### config.mk
export PLATFORM = sky130hd
export DESIGN_NAME = sdr_dq_path
export DESIGN_NICKNAME = d
export VERILOG_FILES = /design/src/rtl/sdr_dq_pkg.sv /design/src/rtl/sdr_lat_pipe.sv /design/src/rtl/sdr_mask_dly.sv /design/src/rtl/sdr_wr_cap.sv /design/src/rtl/sdr_dq_path.sv
export SDC_FILE = /design/constraint.sdc
export NUM_CORES = 1
export LEC_CHECK = 0
export ABC_AREA = 1
export CAP_MARGIN = 20
export CORE_MARGIN = 8
export CORE_UTILIZATION = 30
export DETAILED_ROUTE_END_ITERATION = 10
export SYNTH_ARGS = -nofsm -noshare
export SYNTH_HDL_FRONTEND = slang
export SYNTH_SLANG_ARGS = --single-unit
### constraint.sdc
create_clock -name clk_i -period 1.74 [get_ports clk_i]
set_input_delay 0.174 -clock clk_i [delete_from_list [all_inputs] [get_ports clk_i]]
set_output_delay 0.174 -clock clk_i [all_outputs]
set_load 0.03 [all_outputs]
### src/rtl/sdr_dq_pkg.sv
package sdr_dq_pkg;
  parameter int unsigned DQ_W     = 16;
  parameter int unsigned MAX_CL   = 3;
  parameter int unsigned MASK_DLY = 2;

  typedef enum logic [1:0] {
    BURST_IDLE = 2'd0,
    BURST_RD   = 2'd1,
    BURST_WR   = 2'd2
  } burst_e;
endpackage

### src/rtl/sdr_lat_pipe.sv
module sdr_lat_pipe #(
  parameter int unsigned DW    = 16,
  parameter int unsigned DEPTH = 3,
  parameter int unsigned TAP_W = $clog2(DEPTH)
) (
  input  logic             clk_i,
  input  logic             rst_ni,
  input  logic             in_vld_i,
  input  logic [DW-1:0]    in_data_i,
  input  logic             flush_i,
  input  logic [TAP_W-1:0] tap_i,
  output logic             out_vld_o,
  output logic [DW-1:0]    out_data_o
);
  logic [DEPTH-1:0] vld_q, vld_d, dat_en;
  logic [DW-1:0]    dat_q [DEPTH];
  logic [DW-1:0]    dat_d [DEPTH];

  // next-state: shift valid flags, flush drops everything in flight
  always_comb begin
    vld_d[0]  = in_vld_i & ~flush_i;
    dat_en[0] = in_vld_i;
    dat_d[0]  = in_data_i;
    for (int k = 1; k < DEPTH; k++) begin
      vld_d[k]  = vld_q[k-1] & ~flush_i;
      dat_en[k] = vld_q[k-1];
      dat_d[k]  = dat_q[k-1];
    end
  end

  always_ff @(posedge clk_i or negedge rst_ni) begin
    if (!rst_ni) vld_q <= '0;
    else         vld_q <= vld_d;
  end

  // data stages carry no reset; each loads only when a word moves in
  always_ff @(posedge clk_i) begin
    for (int k = 0; k < DEPTH; k++) begin
      if (dat_en[k]) dat_q[k] <= dat_d[k];
    end
  end

  assign out_vld_o  = vld_q[tap_i];
  assign out_data_o = dat_q[tap_i];
endmodule

### src/rtl/sdr_mask_dly.sv
module sdr_mask_dly #(
  parameter int unsigned NB  = 2,
  parameter int unsigned DLY = 2
) (
  input  logic          clk_i,
  input  logic          rst_ni,
  input  logic [NB-1:0] mask_i,
  output logic [NB-1:0] mask_o
);
  logic [NB-1:0] stg_q [DLY];
  logic [NB-1:0] stg_d [DLY];

  always_comb begin
    stg_d[0] = mask_i;
    for (int k = 1; k < DLY; k++) stg_d[k] = stg_q[k-1];
  end

  always_ff @(posedge clk_i or negedge rst_ni) begin
    if (!rst_ni) begin
      for (int k = 0; k < DLY; k++) stg_q[k] <= '0;
    end else begin
      for (int k = 0; k < DLY; k++) stg_q[k] <= stg_d[k];
    end
  end

  assign mask_o = stg_q[DLY-1];
endmodule

### src/rtl/sdr_wr_cap.sv
module sdr_wr_cap #(
  parameter int unsigned DW = 16,
  parameter int unsigned NB = DW / 8
) (
  input  logic          clk_i,
  input  logic          rst_ni,
  input  logic          beat_i,
  input  logic [NB-1:0] mask_i,
  input  logic [DW-1:0] dq_i,
  output logic          we_o,
  output logic [NB-1:0] be_o,
  output logic [DW-1:0] wdata_o
);
  logic          we_q, we_d;
  logic [NB-1:0] be_q, be_d;
  logic [DW-1:0] wdata_q;

  always_comb begin
    we_d = beat_i;
    be_d = beat_i ? ~mask_i : '0;
  end

  always_ff @(posedge clk_i or negedge rst_ni) begin
    if (!rst_ni) begin
      we_q <= 1'b0;
      be_q <= '0;
    end else begin
      we_q <= we_d;
      be_q <= be_d;
    end
  end

  always_ff @(posedge clk_i) begin
    if (beat_i) wdata_q <= dq_i;
  end

  assign we_o    = we_q;
  assign be_o    = be_q;
  assign wdata_o = wdata_q;
endmodule

### src/rtl/sdr_dq_path.sv
module sdr_dq_path
  import sdr_dq_pkg::*;
#(
  parameter int unsigned DW     = DQ_W,
  parameter int unsigned CL_MAX = MAX_CL
) (
  input  logic               clk_i,
  input  logic               rst_ni,
  input  logic               mode_set_i,
  input  logic               mode_cl3_i,
  input  logic               rd_cmd_i,
  input  logic               wr_cmd_i,
  input  logic               stop_cmd_i,
  input  logic               pre_cmd_i,
  input  logic               burst_end_i,
  input  logic [DW/8-1:0]    dqm_i,
  input  logic [DW-1:0]      rdata_i,
  input  logic [DW-1:0]      dq_i,
  output logic [DW-1:0]      dq_o,
  output logic [DW/8-1:0]    dq_oe_o,
  output logic               arr_we_o,
  output logic [DW/8-1:0]    arr_be_o,
  output logic [DW-1:0]      arr_wdata_o
);
  localparam int unsigned NB    = DW / 8;
  localparam int unsigned TAP_W = $clog2(CL_MAX);
  localparam logic [TAP_W-1:0] TAP_LONG  = TAP_W'(CL_MAX - 1);
  localparam logic [TAP_W-1:0] TAP_SHORT = TAP_W'(CL_MAX - 2);

  // reset: asserted at once, released on the clock
  logic [1:0] rst_sync_q;
  logic       rst_n;
  always_ff @(posedge clk_i or negedge rst_ni) begin
    if (!rst_ni) rst_sync_q <= '0;
    else         rst_sync_q <= {rst_sync_q[0], 1'b1};
  end
  assign rst_n = rst_sync_q[1];

  // latency select, loaded only on a mode load
  logic lat3_q;
  always_ff @(posedge clk_i or negedge rst_n) begin
    if (!rst_n)          lat3_q <= 1'b1;
    else if (mode_set_i) lat3_q <= mode_cl3_i;
  end

  // burst tracking
  burst_e state_q, state_d;
  logic   halt, rd_beat, wr_beat;

  assign halt    = stop_cmd_i | pre_cmd_i;
  assign rd_beat = rd_cmd_i | ((state_q == BURST_RD) & ~wr_cmd_i & ~halt);
  assign wr_beat = wr_cmd_i | ((state_q == BURST_WR) & ~rd_cmd_i & ~halt);

  always_comb begin
    state_d = state_q;
    if (rd_cmd_i)                              state_d = burst_end_i ? BURST_IDLE : BURST_RD;
    else if (wr_cmd_i)                         state_d = burst_end_i ? BURST_IDLE : BURST_WR;
    else if (halt)                             state_d = BURST_IDLE;
    else if (state_q != BURST_IDLE && burst_end_i) state_d = BURST_IDLE;
  end

  always_ff @(posedge clk_i or negedge rst_n) begin
    if (!rst_n) state_q <= BURST_IDLE;
    else        state_q <= state_d;
  end

  // read latency pipeline
  logic             pipe_vld;
  logic [DW-1:0]    pipe_data;
  logic [TAP_W-1:0] tap_sel;
  assign tap_sel = lat3_q ? TAP_LONG : TAP_SHORT;

  sdr_lat_pipe #(.DW(DW), .DEPTH(CL_MAX), .TAP_W(TAP_W)) u_pipe (
    .clk_i      (clk_i),
    .rst_ni     (rst_n),
    .in_vld_i   (rd_beat),
    .in_data_i  (rdata_i),
    .flush_i    (wr_beat),
    .tap_i      (tap_sel),
    .out_vld_o  (pipe_vld),
    .out_data_o (pipe_data)
  );

  // read byte masks act two clocks late
  logic [NB-1:0] rd_mask;
  sdr_mask_dly #(.NB(NB), .DLY(MASK_DLY)) u_mask (
    .clk_i  (clk_i),
    .rst_ni (rst_n),
    .mask_i (dqm_i),
    .mask_o (rd_mask)
  );

  for (genvar b = 0; b < NB; b++) begin : g_byte_oe
    assign dq_oe_o[b] = pipe_vld & ~rd_mask[b];
  end
  assign dq_o = pipe_data;

  // write capture, masks act on the same edge
  sdr_wr_cap #(.DW(DW), .NB(NB)) u_wr (
    .clk_i   (clk_i),
    .rst_ni  (rst_n),
    .beat_i  (wr_beat),
    .mask_i  (dqm_i),
    .dq_i    (dq_i),
    .we_o    (arr_we_o),
    .be_o    (arr_be_o),
    .wdata_o (arr_wdata_o)
  );
endmodule

Word-level counts from Yosys, hierarchy flattened. Memories as Yosys holds them, arrays and structs flattened. Index checks and enable logic that the tools add are counted.

Output and inout bits: 37. Memories kept: 1. Flip-flop bits (word level): 31. Bits in writable memories: 48. Logic and storage cells: 51.

Memories: u_pipe.dat_q (depth 3, bits a word 16, rd ports 3, clocked after memory_dff 0, wr ports 3, RTL line sdr_lat_pipe.sv:16) `logic [DW-1:0] dat_q [DEPTH];`.

Magnitude comparators: 1. Equal/unequal tests: 2. Muxes and demuxes: 16. Bitwise operators: 19. Reductions and logical operators: 3.

Operators with widths (number): 2-bit two-way mux (7); 1-bit bitwise AND (9); 1-bit two-way mux (8); 1-bit inverter (6); 4-bit nonzero test (1); 2-bit by 3-bit less-than comparator with 1-bit output (second input constant) (1); 1-bit OR (3); 1-bit binary-select mux with 2-bit select (1); 2-bit by 1-bit equality test with 1-bit output (second input constant) (1); 2-bit equality test (second input constant) (1); 2-bit inverter (1); 2-bit nonzero test (1); 1-bit logical AND (1).

Longest topological paths before layout. Gate-level depths: netlist of run 1.

Word-level depth: 6. Depth in mapped cells: 6.

Modules after synthesis. Synthesis of run 1 repeated with hierarchy kept, for this count alone.

Cells, all modules: 232. Area total of the unflattened synthesis: 2966.6 um2.

By module, submodules not included: sdr_lat_pipe (area each 2078.2 um2, times used 1, cells an instance 182, sequential area each 1516.5 um2); sdr_wr_cap (area each 566.8 um2, times used 1, cells an instance 22, sequential area each 555.5 um2); sdr_dq_path (area each 221.5 um2, times used 1, cells an instance 24, sequential area each 126.4 um2); sdr_mask_dly (area each 100.1 um2, times used 1, cells an instance 4, sequential area each 100.1 um2).

Least setup slack after synthesis of run 1. OpenSTA, ideal clock, no wires.

Path kind: register to output. From: reg u_pipe.vld_q[1]. To: out dq_oe_o[0]. Path slack: 274 ps. Data required time: 1566 ps. Arrival: 1292 ps. Stages on the path, launching flop included: 5. Buffers on the path: 0. Cells stage by stage: dfrtp_1 -> inv_1 -> nand2_1 -> o21ai_1 -> nor2_1.

Longest elaborated chain between the ends: 3.

RTL lines: start, declared (RTL line sdr_lat_pipe.sv:15) `logic [DEPTH-1:0] vld_q, vld_d, dat_en;`; start signal, assigned (RTL line sdr_lat_pipe.sv:33) `else vld_q <= vld_d;`; 1-bit binary-select mux with 2-bit select (RTL line sdr_lat_pipe.sv:43) `assign out_vld_o = vld_q[tap_i];`; 1-bit two-way mux (implied by the code) (RTL line sdr_lat_pipe.sv:43); 1-bit bitwise AND (RTL line sdr_dq_path.sv:94) `assign dq_oe_o[b] = pipe_vld & ~rd_mask[b];`; end, declared (RTL line sdr_dq_path.sv:20) `output logic [DW/8-1:0] dq_oe_o,`.

Every way passes these cells. The select of a mux whose other input is x is not followed.

Final worst setup path of run 1.
From: reg lat3_q. To: out dq_oe_o[0].

Longest elaborated chain between the ends: 4.

RTL lines: start, declared (RTL line sdr_dq_path.sv:40) `logic lat3_q;`; start signal, assigned (RTL line sdr_dq_path.sv:43) `else if (mode_set_i) lat3_q <= mode_cl3_i;`; 2-bit two-way mux (RTL line sdr_dq_path.sv:71) `assign tap_sel = lat3_q ? TAP_LONG : TAP_SHORT;`; 1-bit binary-select mux with 2-bit select (RTL line sdr_lat_pipe.sv:43); 1-bit two-way mux (implied by the code) (RTL line sdr_lat_pipe.sv:43); 1-bit bitwise AND (RTL line sdr_dq_path.sv:94).

Every way passes these cells. The select of a mux whose other input is x is not followed.

==> metrics, run 1 <==
CTS tree=built; final slew viol count=0; I/O pins=80; worst reg2reg path startpoint=state_q[0]; Lkg Pwr=1.48 nW; commonest non-fill, non-tap cell in the layout=edfxtp_1; Tmin final=1.66 ns; setup slack, reg-to-reg=0.50 ns; Die W=110 um; CP Class=reg2out; Root Buffer Master=clkbuf_8; Cell variety after synth=18; DR pass1 iterations=5; post-synthesis sequential area ratio=86.4%; max cap viols=0; cells after synthesis=164; Synth top area share=72.2%; P per Cell Area=1040 nW/um2; Critical Path End=dq_oe_o[0]; Max VDD drop=386 uV; Die Y-Extent=110 um; delay-heaviest family, CP=flip-flops; Warnings, synthesis=0; remaining antenna violation count after routing=0; most frequent cells in the layout=edfxtp_1 (64), clkdlybuf4s50_1 (61), nand2_1 (56); critical path launch point type=register; final setup margin=0.0776 ns; Antenna Cells=0; via count of the first global-routing pass=1575; # setup viols final=0; worst flop-to-flop path endpoint=u_wr.wdata_o[3]; Tot GR Track Use=~8.8%; Final Skew=0.00793 ns; RSZ-0062 raised after global routing=yes; switch share=25.6%; CP endpoint kind=output port; Arrival @ worst endpoint=1.49 ns; syn_nets=around 210; Crit-path slowest cell=dfstp_4; CP Launch Point=lat3_q; first-pass GRT wire length=7.80 mm; die area=about 12000 um2; Fill cells=840; cell count along the critical path=5; register area=2300 um2; Sw Pwr=0.997 mW; Starting Density=30.7%; syn_area_per_cell=16.2 um2; post-DR vias/cell=4.03; DR vias=1496; DP Worst Slack=-0.0443 ns; synthesized flop and latch total=79; final hold viol count=0; synthesized area=2660 um2; Worst-Margin Slew=roughly 0.62 ns; layout cells sized above 1=17.9%; FP Rows=34; worst skew pair latency=between 0.3 and 0.4 ns; leading area contributor after synthesis=edfxtp_1; clock share of power=31.1%; IO Port Bufs=79; core footprint=between 8000 and 9000 um2; 1st-iter DRT viols=35; Rel. slew slack=between 50% and 60%; R2R depth=4; Clock Path Buffers=2; Worst path max stage delay=0.67 ns; run status=finished clean; setup TNS=0 ns; DRT Wirelength=5.02 mm; Comb power frac=12.1%; Tcrit/Tclk final=95.5%; critical path, cell by cell=inv_6 > nand2_1 > o21ai_1 > nor2_1 > buf_4; FMAX=around 600 MHz; Reg clk slew, reported paths=0.08 ns; crit-path max FO=19; Sink Count=79; clock buffer count from CTS=9; sequential share of power=between 50% and 60%; Wirelength per Cell=around 14 um; largest net degree at the start of global routing=20; top cells by area, synth=edfxtp_1 (72%), dfrtp_1 (13%), nand2_1 (7.9%), dfstp_2 (0.99%), inv_1 (0.99%); Residual DRC=0; buffers plus inverters on the worst setup path=2; Final nets=301; GRT overflow=0; worst min path class=reg2async; initial antenna violation count=0; H-tree depth=3; CP Data Required Time=1.57 ns; post-layout util=43.3%; Placer Congestion=around 0.69; multi-input logic area=299 um2; DP Wirelength=about 3.8 mm; growth of design area from synthesis to finish=41.3%; Int Power=2.90 mW
## synth_stat cells, drive strengths merged
library cell  number
o21ai              3
nor2               8
or2                1
inv                8
nand2             58
conb               1
buf                3
edfxtp            64
dfstp              1
dfrtp             14
a21oi              2
nand3              1
## kinds of logic (layout without fill, tap and decap cells)
| group | Yosys count | in the layout | synth area share, % |
|---|---|---|---|
| AO/OA/AOI/OAI | 5 | 5 | 1.08 |
| flip-flops | 79 | 79 | 86.4 |
| AND/OR/NAND/NOR | 68 | 68 | 10.0 |
| other | 1 | 1 | 0.141 |
| buffers and inverters | 11 | 110 | 2.35 |
## stage by stage
step | area (um2) | total power, mW | hold WS [ns] | std cells
after detailed placement | 3610 | 2.76 | 0.241 | 352
after global routing | 3760 | 4.08 | 0.284 | 371
after floorplan | 2660 | 2.49 | -0.122 | 164
after CTS | 3790 | 3.97 | 0.250 | 371
after global placement | 3610 | 2.75 | 0.220 | 352
final | 3760 | 3.90 | 0.228 | 371
## layout make-up
type | count | area share [%]
clock buffer | 9 | 3.30
multi-input combinational | 74 | 7.96
timing repair buffer | 86 | 21.5
tap | 108 | 3.60
sequential | 79 | 61.3
inverter | 8 | 0.932
clock inverter | 7 | 1.47
## worst reg2reg max path, delay by kind of cell (launching register included)
kind / cells / cell delay, ns
flops: 1 / 0.38
buf+inv: 2 / 0.26
compound gates: 1 / 0.22
simple gates: 1 / 0.08
## power by group through the flow
| stage | sequential (mW) | clock (mW) | combinational (mW) |
|---|---|---|---|
| 4_1_cts | 2.22 | 1.26 | 0.492 |
| 6_report | 2.21 | 1.21 | 0.474 |
| 2_1_floorplan | 2.30 | 0 | 0.189 |
| 3_3_place_gp | 2.26 | 0 | 0.492 |
| 5_1_grt | 2.23 | 1.34 | 0.514 |
| 3_5_place_dp | 2.26 | 0 | 0.496 |
## registers in the layout, indices dropped and copies added, names as in the netlist
name and cells:
lat3_q 1, state_q 2, u_mask.mask_o 2, u_mask.stg_d 2, u_pipe.vld_q 3, u_wr.we_o 1, rst_sync_q 2, u_pipe.dat_q 48
u_wr.be_o 2, u_wr.wdata_o 16
## layer usage
layer	GRT usage (%)	wire, um	vias to the layer above	share of wire [%]
li1	-	-	744	-
met1	8.52	1800	687	36
met4	6.09	136	0	2.7
met3	5.23	574	10	11
met5	0	0	-	0
met2	14.0	2500	55	50
## repair_timing
action	CTS	global route
hold endpoints to repair	2	0
hold buffers	1	0
gates resized for setup	69	14
gates cloned	0	0
setup buffers	2	0
setup endpoints to repair	18	9
pin swaps	0	1
## how the worst min path moves through the flow
stage	from	endpoint	slack [ns]	cells past startpoint
floorplan	rst_ni	rst_sync_q[0]	-0.12	0
global placement	rst_sync_q[1]	state_q[0]	0.22	0
detailed placement	rst_sync_q[1]	state_q[1]	0.24	0
CTS	rst_sync_q[1]	state_q[1]	0.25	0
global route	dqm_i[1]	u_mask.stg_d[1]	0.28	1
finish	rst_sync_q[1]	state_q[1]	0.23	0
(Power assumes the default switching activity.)
==> run 2, diff against run 1 <==
Settings changed: CTS_BUF_LIST set to sky130_fd_sc_hd__clkbuf_16, SKIP_CTS_REPAIR_TIMING set to 1.
==> metrics, run 2 (synthesis gave the netlist of run 1 again) <==
met2 Usage GRT=between 10% and 20%; Hold Worst Slack=0.228 ns; first-pass GRT wire length=7.69 mm; run status=finished clean; Antenna Cells=0; worst min path class=reg2async; final slew viol count=0; I/O pins=80; critical path launch point type=register; Reg clk slew, reported paths=around 0.060 ns; commonest non-fill, non-tap cell in the layout=edfxtp_1; Wirelength per Cell=13.3 um; Worst-Margin Slew=between 0.6 and 0.7 ns; sequential share of power=50.4%; DR pass1 iterations=4; post-DR vias/cell=4.05; layout cells sized above 1=16.8%; worst reg2reg path startpoint=state_q[0]; met1 usage=8.55%; final setup margin=0.105 ns; DRT Wirelength=4.93 mm; Comb power frac=10.7%; Die Y-Extent=110 um; Sw Pwr=about 1.0 mW; max FFs per register=48; DP Worst Slack=-0.0443 ns; IO Port Bufs=79; setup slack, reg-to-reg=0.51 ns; Biggest register=u_pipe.dat_q; 1st-iter DRT viols=34; FMAX=612 MHz; core footprint=8680 um2; Placer Congestion=0.687; remaining antenna violation count after routing=0; final hold viol count=0; Tmin final=1.63 ns; Sink Count=79; FP Rows=34; Max VDD drop=629 uV; # setup viols final=0; Tot GR Track Use=8.61%; initial antenna violation count=0; H-tree depth=3; Clock Path Buffers=2; DR vias=~1500; R2R depth=4; Rel. slew slack=about three fifths; growth of design area from synthesis to finish=45.0%; global routing's busiest layer=met2; most frequent cells in the layout=edfxtp_1 (64), clkdlybuf4s50_1 (61), nand2_1 (56); clock share of power=between 30% and 40%; RSZ-0062 raised after global routing=yes; Lkg Pwr=~1.5 nW; CP Data Required Time=between 1.5 and 2 ns; Final nets=300; DP Wirelength=3.82 mm; crit-path max FO=19; max cap viols=0; die area=about 12000 um2; CP endpoint kind=output port; Int Power=~3.4 mW; largest net degree at the start of global routing=20; Starting Density=slightly above 30%; worst flop-to-flop path endpoint=u_wr.wdata_o[10]; CP Launch Point=lat3_q; CP Class=reg2out; Final Skew=0.00361 ns; switch share=23.8%; clock buffer count from CTS=9; Die W=roughly 110 um; Root Buffer Master=clkbuf_16; GRT overflow=0; setup TNS=0 ns; via count of the first global-routing pass=1546; Residual DRC=0; Arrival @ worst endpoint=about 1.5 ns; met3 usage=between 5 and 6%; P per Cell Area=1140 nW/um2; Tcrit/Tclk final=93.9%; worst skew pair latency=0.32 ns; CTS tree=built
-- run 2: how the worst max path moves through the flow --
| stage | endpoint | slack (ns) | depth (start not counted) |
|---|---|---|---|
| after global routing | dq_oe_o[1] | -0.01 | 5 |
| after CTS | dq_o[2] | -0.40 | 4 |
| final | dq_oe_o[1] | 0.11 | 5 |
| after floorplan | dq_oe_o[0] | 0.27 | 4 |
| after global placement | dq_o[2] | -0.01 | 4 |
| after detailed placement | dq_o[2] | -0.04 | 4 |
-- run 2: through the flow --
| step | area [um2] | util, % | power, mW | cells |
|---|---|---|---|---|
| global route | 3860 | 44.4 | 4.58 | 370 |
| finish | 3860 | 44.4 | 4.40 | 370 |
| detailed placement | 3610 | 41.6 | 2.76 | 352 |
| global placement | 3610 | 41.6 | 2.75 | 352 |
| floorplan | 2660 | - | 2.49 | 164 |
| CTS | 3890 | 44.8 | 4.48 | 368 |
-- run 2: layout make-up --
| type | instances | area, um2 |
|---|---|---|
| inverter | 8 | 35.0 |
| tap | 108 | 135 |
| multi-input combinational | 74 | 299 |
| timing repair buffer | 85 | 806 |
| sequential | 79 | 2300 |
| clock inverter | 7 | 55.1 |
| clock buffer | 9 | 225 |
| fill | 826 | 4820 |
-- run 2: metal layers --
| layer | vias up | wire length (um) |
|---|---|---|
| met1 | 694 | 1840 |
| li1 | 746 | - |
| met2 | 52 | 2500 |
| met5 | - | 0 |
| met3 | 5 | 555 |
| met4 | 0 | 39 |
-- run 2: power by group through the flow --
stage	Clock [mW]	Sequential (mW)	Combinational, mW
2_1_floorplan	0	2.30	0.189
3_3_place_gp	0	2.26	0.492
3_5_place_dp	0	2.26	0.496
4_1_cts	1.76	2.22	0.497
5_1_grt	1.84	2.23	0.511
6_report	1.71	2.22	0.471
-- run 2: worst max-delay path, cell delays in order (launching register included) --
cell	delay (ns)
dfstp_4	0.66
inv_6	0.08
nand2_1	0.06
o21ai_1	0.07
nor2_1	0.11
buf_4	0.16
==> run 3, diff against run 2 <==
Settings changed: CELL_PAD_IN_SITES_DETAIL_PLACEMENT set to 0, CELL_PAD_IN_SITES_GLOBAL_PLACEMENT set to 1, PLACE_DENSITY_LB_ADDON set to 0.1.
==> metrics, run 3 (synthesis gave the netlist of run 1 again) <==
first-pass GRT wire length=8.18 mm; Tot GR Track Use=9.18%; Antenna Cells=0; Worst-Margin Slew=about 0.53 ns; Lkg Pwr=1.71 nW; Final nets=301; DR pass1 iterations=4; CTS tree=built; initial antenna violation count=0; Die W=110 um; CP endpoint kind=output port; Comb power frac=10.7%; Sink Count=79; P per Cell Area=1190 nW/um2; Die Y-Extent=110 um; I/O pins=80; final hold viol count=0; Starting Density=30.7%; CP Class=reg2out; Final Skew=0.00574 ns; worst flop-to-flop path endpoint=u_wr.wdata_o[0]; critical path launch point type=register; Tmin final=between 1.5 and 2 ns; Placer Congestion=0.660; growth of design area from synthesis to finish=51.0%; most frequent cells in the layout=edfxtp_1 (64), clkdlybuf4s50_1 (61), nand2_1 (56); crit-path max FO=16; CP Data Required Time=1.57 ns; Root Buffer Master=clkbuf_16; post-DR vias/cell=4.09; Clock Path Buffers=2; setup slack, reg-to-reg=about 0.47 ns; worst min path class=reg2async; DP Wirelength=3.77 mm; placed instance count=354; DRT Wirelength=5.28 mm; Biggest register=u_pipe.dat_q; remaining antenna violation count after routing=0; H-tree depth=3; run status=finished clean; commonest non-fill, non-tap cell in the layout=edfxtp_1; Reg clk slew, reported paths=roughly 0.060 ns; clock share of power=43.3%; Tcrit/Tclk final=94.2%; DR vias=approximately 1500; worst reg2reg path startpoint=state_q[0]; DP Worst Slack=roughly 0.036 ns; max FFs per register=48; IO Port Bufs=79; # setup viols final=0; Rel. slew slack=~64%; Arrival @ worst endpoint=1.46 ns; sequential share of power=46.0%; 1st-iter DRT viols=42; Sw Pwr=1.01 mW; Int Power=3.79 mW; fin cells=371; Residual DRC=0; R2R depth=4; max cap viols=0; Wirelength per Cell=14.2 um; Max VDD drop=440 uV; FMAX=roughly 610 MHz; RSZ-0062 raised after global routing=no; switch share=20.9%; layout cells sized above 1=11.4%; die area=12100 um2; final slew viol count=0; largest net degree at the start of global routing=20; clock buffer count from CTS=9; core footprint=about 8700 um2; GRT overflow=0; final setup margin=0.102 ns; via count of the first global-routing pass=1610; FP Rows=34; worst skew pair latency=roughly 0.32 ns
## run 3: cell count changes in the layout (fill, tap and decap cells not counted), moves of 2 or more
cell,delta
buf_4,+2
bufinv_16,+3
clkbuf_2,-14
dlymetal6s2s_1,+13
inv_1,+2
inv_6,-4
## run 3: worst max-delay path, stage by stage (launching register included)
cell and delay, ns:
dfstp_2 0.57, buf_12 0.15, nand2_1 0.06, nand2_1 0.07, dlymetal6s2s_1 0.29
## run 3: power by group through the flow
| stage | sequential (mW) | clock, mW | combinational, mW |
|---|---|---|---|
| 2_1_floorplan | 2.30 | 0 | 0.189 |
| 3_3_place_gp | 2.24 | 0 | 0.532 |
| 3_5_place_dp | 2.25 | 0 | 0.533 |
| 4_1_cts | 2.21 | 2.14 | 0.533 |
| 5_1_grt | 2.22 | 2.23 | 0.552 |
| 6_report | 2.21 | 2.08 | 0.514 |
## run 3: layout make-up
type                            count  area [um2]
Clock buffer                        9         225
Clock inverter                      7         114
Fill cell                         798        4660
Inverter                            8        32.5
Multi-Input combinational cell     74         299
Sequential cell                    79        2300
Tap cell                          108         135
Timing Repair Buffer               86         913
## run 3: worst max-delay path by stage
stage / start / to / slack (ns) / depth (start not counted)
2_1_floorplan: u_pipe.vld_q[1] / dq_oe_o[0] / 0.27 / 4
3_3_place_gp: lat3_q / dq_o[8] / 0.05 / 4
3_5_place_dp: lat3_q / dq_o[8] / 0.04 / 4
4_1_cts: lat3_q / dq_o[8] / -0.32 / 4
5_1_grt: lat3_q / dq_o[15] / 0.008 / 4
6_report: lat3_q / dq_o[8] / 0.10 / 4
## run 3: metal layers
layer  wire (um)  track usage [%]  up-vias
met5           0                0        -
met4          89             5.42        0
met3         623             5.35       10
met2        2570             14.6       57
met1        1990             9.23      704
li1            -                -      747
## run 3: stage by stage
step	TNS, ns	hold WS, ns	power (mW)	instance area (um2)	util, %
4_1_cts	-4.46	-0.00386	4.89	3970	45.7
3_5_place_dp	0	0.240	2.78	3630	41.8
5_1_grt	0	0.280	5.00	4020	46.3
6_report	0	0.220	4.80	4020	46.3
2_1_floorplan	0	-0.122	2.49	2660	-
3_3_place_gp	0	0.230	2.78	3630	41.8
